File: src/rtl/evt_timer.sv
module evt_timer #(
  parameter int CNT_W  = 64,
  parameter int ADDR_W = 5
) (
  input  logic              clk,
  input  logic              rst_n,
  input  logic              tick,
  input  logic              bus_wr,
  input  logic [ADDR_W-1:0] bus_addr,
  input  logic [31:0]       bus_wdata,
  output logic [31:0]       bus_rdata,
  output logic              irq
);
  localparam logic [ADDR_W-1:0] OFS_LO   = ADDR_W'(5'h00);
  localparam logic [ADDR_W-1:0] OFS_HI   = ADDR_W'(5'h04);
  localparam logic [ADDR_W-1:0] OFS_CTRL = ADDR_W'(5'h10);
  localparam logic [ADDR_W-1:0] OFS_STAT = ADDR_W'(5'h18);

  logic [31:0]      load_lo, load_hi;
  logic [2:0]       ctrl_q;
  logic             status_q;
  logic             halt_q;
  logic [CNT_W-1:0] cnt_q;

  wire [63:0]      load_full = {load_hi, load_lo};
  wire [CNT_W-1:0] load_val  = load_full[CNT_W-1:0];
  wire wr_ctrl  = bus_wr && bus_addr == OFS_CTRL;
  wire wr_stat  = bus_wr && bus_addr == OFS_STAT;
  wire running  = ctrl_q[0] && !halt_q;
  wire hit      = running && tick && cnt_q == load_val;

  assign irq = status_q & ctrl_q[2];

  always_ff @(posedge clk or negedge rst_n) begin
    if (!rst_n) begin
      load_lo <= '0;
      load_hi <= '0;
      ctrl_q  <= '0;
    end else if (bus_wr) begin
      if (bus_addr == OFS_LO) load_lo <= bus_wdata;
      if (bus_addr == OFS_HI) load_hi <= bus_wdata;
      if (wr_ctrl)            ctrl_q  <= bus_wdata[2:0];
    end
  end

  always_ff @(posedge clk or negedge rst_n) begin
    if (!rst_n) begin
      cnt_q  <= '0;
      halt_q <= 1'b0;
    end else if (wr_ctrl && bus_wdata[0]) begin
      cnt_q  <= '0;
      halt_q <= 1'b0;
    end else if (hit) begin
      if (ctrl_q[1]) halt_q <= 1'b1;
      else           cnt_q  <= '0;
    end else if (running && tick) begin
      cnt_q <= cnt_q + 1'b1;
    end
  end

  always_ff @(posedge clk or negedge rst_n) begin
    if (!rst_n)                       status_q <= 1'b0;
    else if (hit)                     status_q <= 1'b1;
    else if (wr_stat && bus_wdata[0]) status_q <= 1'b0;
  end

  always_comb begin
    case (bus_addr)
      OFS_LO:   bus_rdata = load_lo;
      OFS_HI:   bus_rdata = load_hi;
      OFS_CTRL: bus_rdata = {29'd0, ctrl_q};
      OFS_STAT: bus_rdata = {31'd0, status_q};
      default:  bus_rdata = '0;
    endcase
  end
endmodule

File: config.mk
export PLATFORM = sky130hd
export DESIGN_NAME = evt_timer
export DESIGN_NICKNAME = d
export VERILOG_FILES = /design/src/rtl/evt_timer.sv
export SDC_FILE = /design/constraint.sdc
export NUM_CORES = 1
export LEC_CHECK = 0
export BUFFER_PORTS_ARGS = -buffer_cell sky130_fd_sc_hd__buf_2
export CORE_MARGIN = 4
export CORE_UTILIZATION = 40
export CTS_CLUSTER_SIZE = 30
export DETAILED_ROUTE_END_ITERATION = 10
export PLACE_DENSITY_LB_ADDON = 0.08
export REMOVE_ABC_BUFFERS = 1
export SKIP_LAST_GASP = 1
export SLEW_MARGIN = 40
export SYNTH_ARGS = -nofsm -noshare
export SYNTH_HDL_FRONTEND = slang
export SYNTH_SLANG_ARGS = --single-unit
File: constraint.sdc
create_clock -name clk -period 6.9 [get_ports clk]
set_input_delay 1.38 -clock clk [delete_from_list [all_inputs] [get_ports clk]]
set_output_delay 1.38 -clock clk [all_outputs]
set_load 0.05 [all_outputs]
==> flow_summary.ini, run 1 <==
[run_status]
outcome = completed

[floorplanning]
design.core.area_um2 = 18770
start_util = 0.4082
die-height_um = 146.4
ioPinCount = 74
die_area_um2 = 21430
rows = 50
die_w_um = 146.4

[critical_path]
arrival_ps = 3110
cp_max_fo = 32
crit_chain = buf_2, or4_2, o211ai_1, buf_2
cpMaxStageDelayCell = or4_2
cpMostUsedCell = buf_2
critPathLaunchType = input port
critPathTopFamily = simple AND/OR/NAND/NOR gates
worstSetupPathType = in -> out
end_kind = output pin
cp_data_required_time_ps = 5520
path_buf_inv = 2
max_stage_delay_ps = 1030

[yosys]
synthTopCellsByCount = 133 x dfrtp_1, 69 x mux2_2, 65 x nor2_1
yosysSeqAreaShare = 0.4344
synth-edff-count = 0
ys_ff_latch = 133
synthArstFlopShare = 1.000
syn-instance-count = 785
synth_area_per_cell_um2 = 9.759
synthTopCellsByArea = dfrtp_1 43%, mux2_2 10%, xnor2_1 7.3%
synth_top_area_frac = 0.4344
synth_warnings = 0
syn_area_um2 = 7661
yosys_most_used_dff = dfrtp_1
yosysMostFrequentCell = dfrtp_1
yosysTopAreaCell = dfrtp_1
synth_cell_types = 50

[power]
seq_power_share = 0.416
p_sw_mw = 0.6644
power_frac_clock = 0.441
p_comb_frac = 0.143
power_switching_share = 0.2784
powerDensity_nw_per_um2 = 267.0
p_int_mw = 1.722
peakVddDrop_uv = 175.4
power.static_leakage_nw = 3.914

[sta]
post-route-period-util = 0.6513
setup_violations = 0
timing.hold.ws_ps = 538.2
relSlewSlack = 0.4245
skew_ps = 8.323
rsz0062_at_grt = no
fin_setup_tns_ps = 0
max_freq_ghz = 0.2225
maxSlewViolCount = 0
finalHoldViolations = 0
period_minus_slack_ps = 4494
worst_pin_slew_ps = 855.3

[drt]
vias = 6320
drtIter0Drc = 452
firstDrtPassIters = 5
post-route-drc-count = 0
viasPerCell = 5.798
wl_per_cell_um = 21.10
wl_um = 23000
postRouteAntennaNets = 0

[placed_design]
dp_cells = 1057
gp_congestion = 0.8827
placed_area_um2 = 8245
hpwl_um = 16600
numPortBuffers = 73

[final_layout]
n_antenna_cell = 0
fin_area_um2 = 8939
final_net_count = 885
final_cell_count_no_fill = 1090
drive_gt1_frac = 0.2325
area_growth_pct = 16.67

[global_routing]
grt_max_degree = 73
grt_pass1_wl_um = 36980
grt_pass1_vias = 6381
grt_antenna_before_repair = 0
overflow = 0
grt_usage = 0.2205

[clocking]
clock_path_buffers = 2
clkTransAtPathRegs_ps = 60
clock_sinks = 133
insertion_delay_ps = 430
cts_setup_buffers = 0
cts_hold_buf = 0
cts_buffers = 17
cts_tree = yes
clock-root-buffer = clkbuf_16
ctsResizeCount = 0
h-tree-depth = 4

[hold_path]
hold_path_class = reg -> reg

[flow_run]
drv_cap = 0
==> power groups by stage <==
stage	Combinational (mW)	Sequential (mW)	Clock (mW)
after global placement	0.333	1.00	0
after global routing	0.377	1.01	1.11
after detailed placement	0.341	1.01	0
after CTS	0.343	0.994	1.07
final	0.341	0.993	1.05
after floorplan	0.234	0.957	0
==> layout by cell type (no fill, tap or decap), types with 3 or more instances in the layout <==
master / count
clkbuf_16: 17
nand4_1: 35
mux2_2: 69
a31oi_1: 3
and4_1: 4
o211ai_1: 4
a211oi_1: 5
bufinv_16: 6
and3_1: 15
dfrtp_1: 133
clkinv_4: 5
and2_1: 6
o21ai_0: 36
or2_2: 3
nand3_1: 45
or4_1: 5
nor3_2: 3
nor4_1: 13
mux2i_1: 47
a211o_1: 6
or3_1: 19
o21a_1: 4
inv_1: 21
a21oi_1: 42
nand2_1: 49
nor3_1: 12
a221o_1: 3
buf_4: 9
xnor2_1: 64
buf_2: 72
nor2_1: 65
==> sequential cells by signal (all words and copies together), names as in the netlist <==
register	cells
halt_q	1
ctrl_q	3
cnt_q	64
load_hi	32
status_q	1
load_lo	32
==> metal layers <==
layer  vias up  global-route usage  part of all wire
met5         -                   0                 0
met4         0             0.07573             0.024
met3        32             0.04190             0.044
met2       166              0.3406              0.47
met1      3168              0.3120              0.47
li1       2954                   -                 -
==> worst paths after layout <==
kind | end | slack (ps) | depth (start not counted) | start
min reg2reg | cnt_q[58]$_DFFE_PN0P_ | 540 | 1 | cnt_q[58]$_DFFE_PN0P_
max | bus_rdata[0] | 2410 | 4 | bus_addr[1]
min in group asynchronous | cnt_q[22]$_DFFE_PN0P_ | 940 | 1 | rst_n
max in group asynchronous | cnt_q[37]$_DFFE_PN0P_ | 4870 | 2 | rst_n
max reg2reg | cnt_q[21]$_DFFE_PN0P_ | 3300 | 8 | cnt_q[18]$_DFFE_PN0P_
min | cnt_q[58]$_DFFE_PN0P_ | 540 | 1 | cnt_q[58]$_DFFE_PN0P_
==> cell families (layout without fill, tap and decap cells) <==
logic type	count (synthesis)	after routing	synth area share
AO/OA/AOI/OAI	116	116	0.09081
AND/OR/NAND/NOR	288	288	0.2012
XOR/XNOR	64	64	0.07317
flip-flops	133	133	0.4344
multiplexers	116	116	0.1628
buffers and inverters	67	138	0.03593
adder cells (fa/ha/maj)	1	1	0.001633
==> metrics by stage <==
step                      power [mW]  utilization  setup WS, ps
after global placement         1.336       0.4383          2346
final                          2.386       0.4763          2406
after global routing           2.492       0.4763          2310
after CTS                      2.408       0.4755          2395
after floorplan                1.191            -          2030
after detailed placement       1.349       0.4393          2395
==> cell type report <==
cell class,count,area [um2]
clock buffer,18,429.2
clock inverter,14,249.0
fill,1771,9829
inverter,21,78.83
multi-input combinational,585,4080
sequential,133,3328
tap,234,292.8
timing repair buffer,85,480.5
Power figures use the tool's default switching activity.
==> run 2: changes to the inputs <==
--- a/config.mk
+++ b/config.mk
@@ -5,6 +5,7 @@
 export SDC_FILE = /design/constraint.sdc
 export NUM_CORES = 1
 export LEC_CHECK = 0
+export ABC_AREA = 1
 export BUFFER_PORTS_ARGS = -buffer_cell sky130_fd_sc_hd__buf_2
 export CORE_MARGIN = 4
 export CORE_UTILIZATION = 40
==> constraint.sdc (replaced) <==
create_clock -name clk -period 4.1 [get_ports clk]
set_input_delay 0.82 -clock clk [delete_from_list [all_inputs] [get_ports clk]]
set_output_delay 0.82 -clock clk [all_outputs]
set_load 0.05 [all_outputs]
==> run 2 against run 1 <==
Effect of this change:
- non-clock buffer count down 2
- worst setup slack lost 1700 ps
- clock power is 55% higher
- flip-flop and latch count did not move
- total power grew 91%
- synthesized area up 17%
- register-to-register slack got worse by 2200 ps
- critical path depth is 4 higher
- critical path type unchanged
- global-route usage up 2.6 points
- clock skew is 6.7 ps higher
- largest cell class unchanged
- die area up 16%
- routed wire length rose by 29%
==> flow_summary.ini, run 2 <==
[yosys]
synthTopCellsByCount = 487 x nand2_1, 183 x nor2_1, 166 x inv_1
synth_compound_area_frac = 0.06255
synth_top_area_frac = 0.3714
synth_top_family_by_area = simple AND/OR/NAND/NOR gates
yosysSeqAreaShare = 0.3714
synth-xor-area-share = 0.06939
synth_area_per_cell_um2 = 6.451
ys_ff_latch = 133
synthMuxAreaShare = 0
synthArstFlopShare = 1.000
yosys_most_used_dff = dfrtp_1
synthTopCellsByArea = dfrtp_1 37%, nand2_1 20%, nor2_1 7.7%
synth_cell_types = 32
synth-simple-area-share = 0.3869
synth_warnings = 0
syn_area_um2 = 8961
syn-instance-count = 1389
yosysTopAreaCell = dfrtp_1
yosysMostFrequentCell = nand2_1
synth-edff-count = 0
synthAdderAreaFrac = 0.001396

[sta]
maxSlewViolCount = 0
setup_violations = 0
worst_pin_slew_ps = 818.6
period_minus_slack_ps = 3383
relSlewSlack = 0.4543
finalHoldViolations = 0
fin_setup_tns_ps = 0
rsz0062_at_grt = no
skew_ps = 15.00
post-route-period-util = 0.8251
max_freq_ghz = 0.2956

[power]
powerDensity_nw_per_um2 = 450.4
power.total_mw = 4.558
power.static_leakage_nw = 5.063
peakVddDrop_uv = 216.3

[clocking]
ctsResizeCount = 0
clkTransAtPathRegs_ps = 60
cts_tree = yes
clock_path_buffers = 2
insertion_delay_ps = 430
clock_sinks = 133
clock-root-buffer = clkbuf_16
cts_buffers = 17
h-tree-depth = 4
cts_hold_buf = 0
cts_setup_buffers = 0

[critical_path]
arrival_ps = 2560
cpMostUsedCell = buf_2
cpMaxStageDelayCell = inv_1
worstSetupPathType = in -> out
crit_chain = buf_2, nor2_1, nand2_1, nor3_1, inv_1, buf_4, o21ai_0, buf_2
max_stage_delay_ps = 340
cp_data_required_time_ps = 3280
end_kind = output pin
critPathLaunchType = input port
cp_max_fo = 16

[final_layout]
regMostFlops = cnt_q
fillers = 2380
area_growth_pct = 12.93
final_cell_mix = 484 x nand2_1, 183 x nor2_1, 166 x inv_1
fin_util = 0.4609
fin_area_um2 = 10120
drive_gt1_frac = 0.09675
n_antenna_cell = 0
layout_commonest_cell = nand2_1
top_regs = cnt_q (64), load_hi (32), load_lo (32)
largest_reg_flops = 64
final_net_count = 1477

[floorplanning]
ioPinCount = 74
die_w_um = 157.7
start_util = 0.4081
die-height_um = 157.7
rows = 54
design.core.area_um2 = 21960
die_area_um2 = 24860

[drt]
viasPerCell = 4.942
wl_per_cell_um = 17.15
top_layer = met4
vias = 8535
drtIter0Drc = 654
met1_length_um = 14730
firstDrtPassIters = 5
post-route-drc-count = 0
postRouteAntennaNets = 0
route.met3.wl_um = 1140
wl_met2_um = 13330
wl_um = 29620

[placed_design]
hpwl_um = 22250
gp_congestion = 0.9738
placed_area_um2 = 9505
numPortBuffers = 73

[global_routing]
grt_pass1_wl_um = 47010
grt_pass1_vias = 8027
grt_max_degree = 91
overflow = 0
grt_antenna_before_repair = 0
grt_usage = 0.2460

[flow_run]
drv_cap = 0

[run_status]
outcome = completed

[hold_path]
hold_path_class = in -> async
[run 2: critical path, delay by kind of cell]
family | cells | cell delay [ps]
buf+inv | 4 | 1050
simple gates | 3 | 510
compound gates | 1 | 170
[run 2: final timing paths]
check,from,endpoint,slack [ps],depth (start not counted)
max,bus_addr[1],bus_rdata[18],720,8
min,rst_n,load_lo[7]$_DFFE_PN0P_,390,1
max reg2reg,cnt_q[23]$_DFFE_PN0P_,cnt_q[53]$_DFFE_PN0P_,1150,14
min reg2reg,halt_q$_DFFE_PN0P_,halt_q$_DFFE_PN0P_,490,1
max in group asynchronous,rst_n,load_lo[22]$_DFFE_PN0P_,3010,2
min in group clk,halt_q$_DFFE_PN0P_,halt_q$_DFFE_PN0P_,490,1
[run 2: area by class of cell]
class,instances,area (um2),share of cell area
Inverter,177,664.4,0.06565
Clock inverter,11,147.6,0.01459
Clock buffer,20,466.7,0.04612
Tap cell,280,350.3,0.03462
Timing Repair Buffer,83,488.0,0.04822
Multi-Input combinational cell,1023,4674,0.4619
Sequential cell,133,3328,0.3289
[run 2: kinds of logic (layout without fill, tap and decap cells)]
| kind of cell | count (synthesis) | in the layout |
|---|---|---|
| AND/OR/NAND/NOR | 846 | 846 |
| buffers and inverters | 233 | 291 |
| flip-flops | 133 | 133 |
| AO/OA/AOI/OAI | 105 | 105 |
| XOR/XNOR | 71 | 71 |
| adder cells (fa/ha/maj) | 1 | 1 |
[run 2: per-layer routing]
metal  up-vias  global-route usage
li1       4390                   -
met1      3911              0.3643
met2       207              0.3818
met3        27             0.03335
met4         0             0.05817
met5         -                   0
[run 2: through the flow]
| step | std cells | hold WS, ps | worst slack (ps) |
|---|---|---|---|
| final | 1727 | 391.6 | 717.3 |
| after global routing | 1727 | 441.9 | 560.0 |
| after CTS | 1727 | 431.4 | 704.8 |
| after detailed placement | 1696 | 484.6 | 708.6 |
| after global placement | 1696 | 474.3 | 783.6 |
| after floorplan | 1333 | 464.5 | 359.6 |
[run 2: report_power, final]
| group | internal [mW] | switching (mW) |
|---|---|---|
| sequential | 1.54 | 0.327 |
| combinational | 0.382 | 0.679 |
| clock | 1.01 | 0.622 |
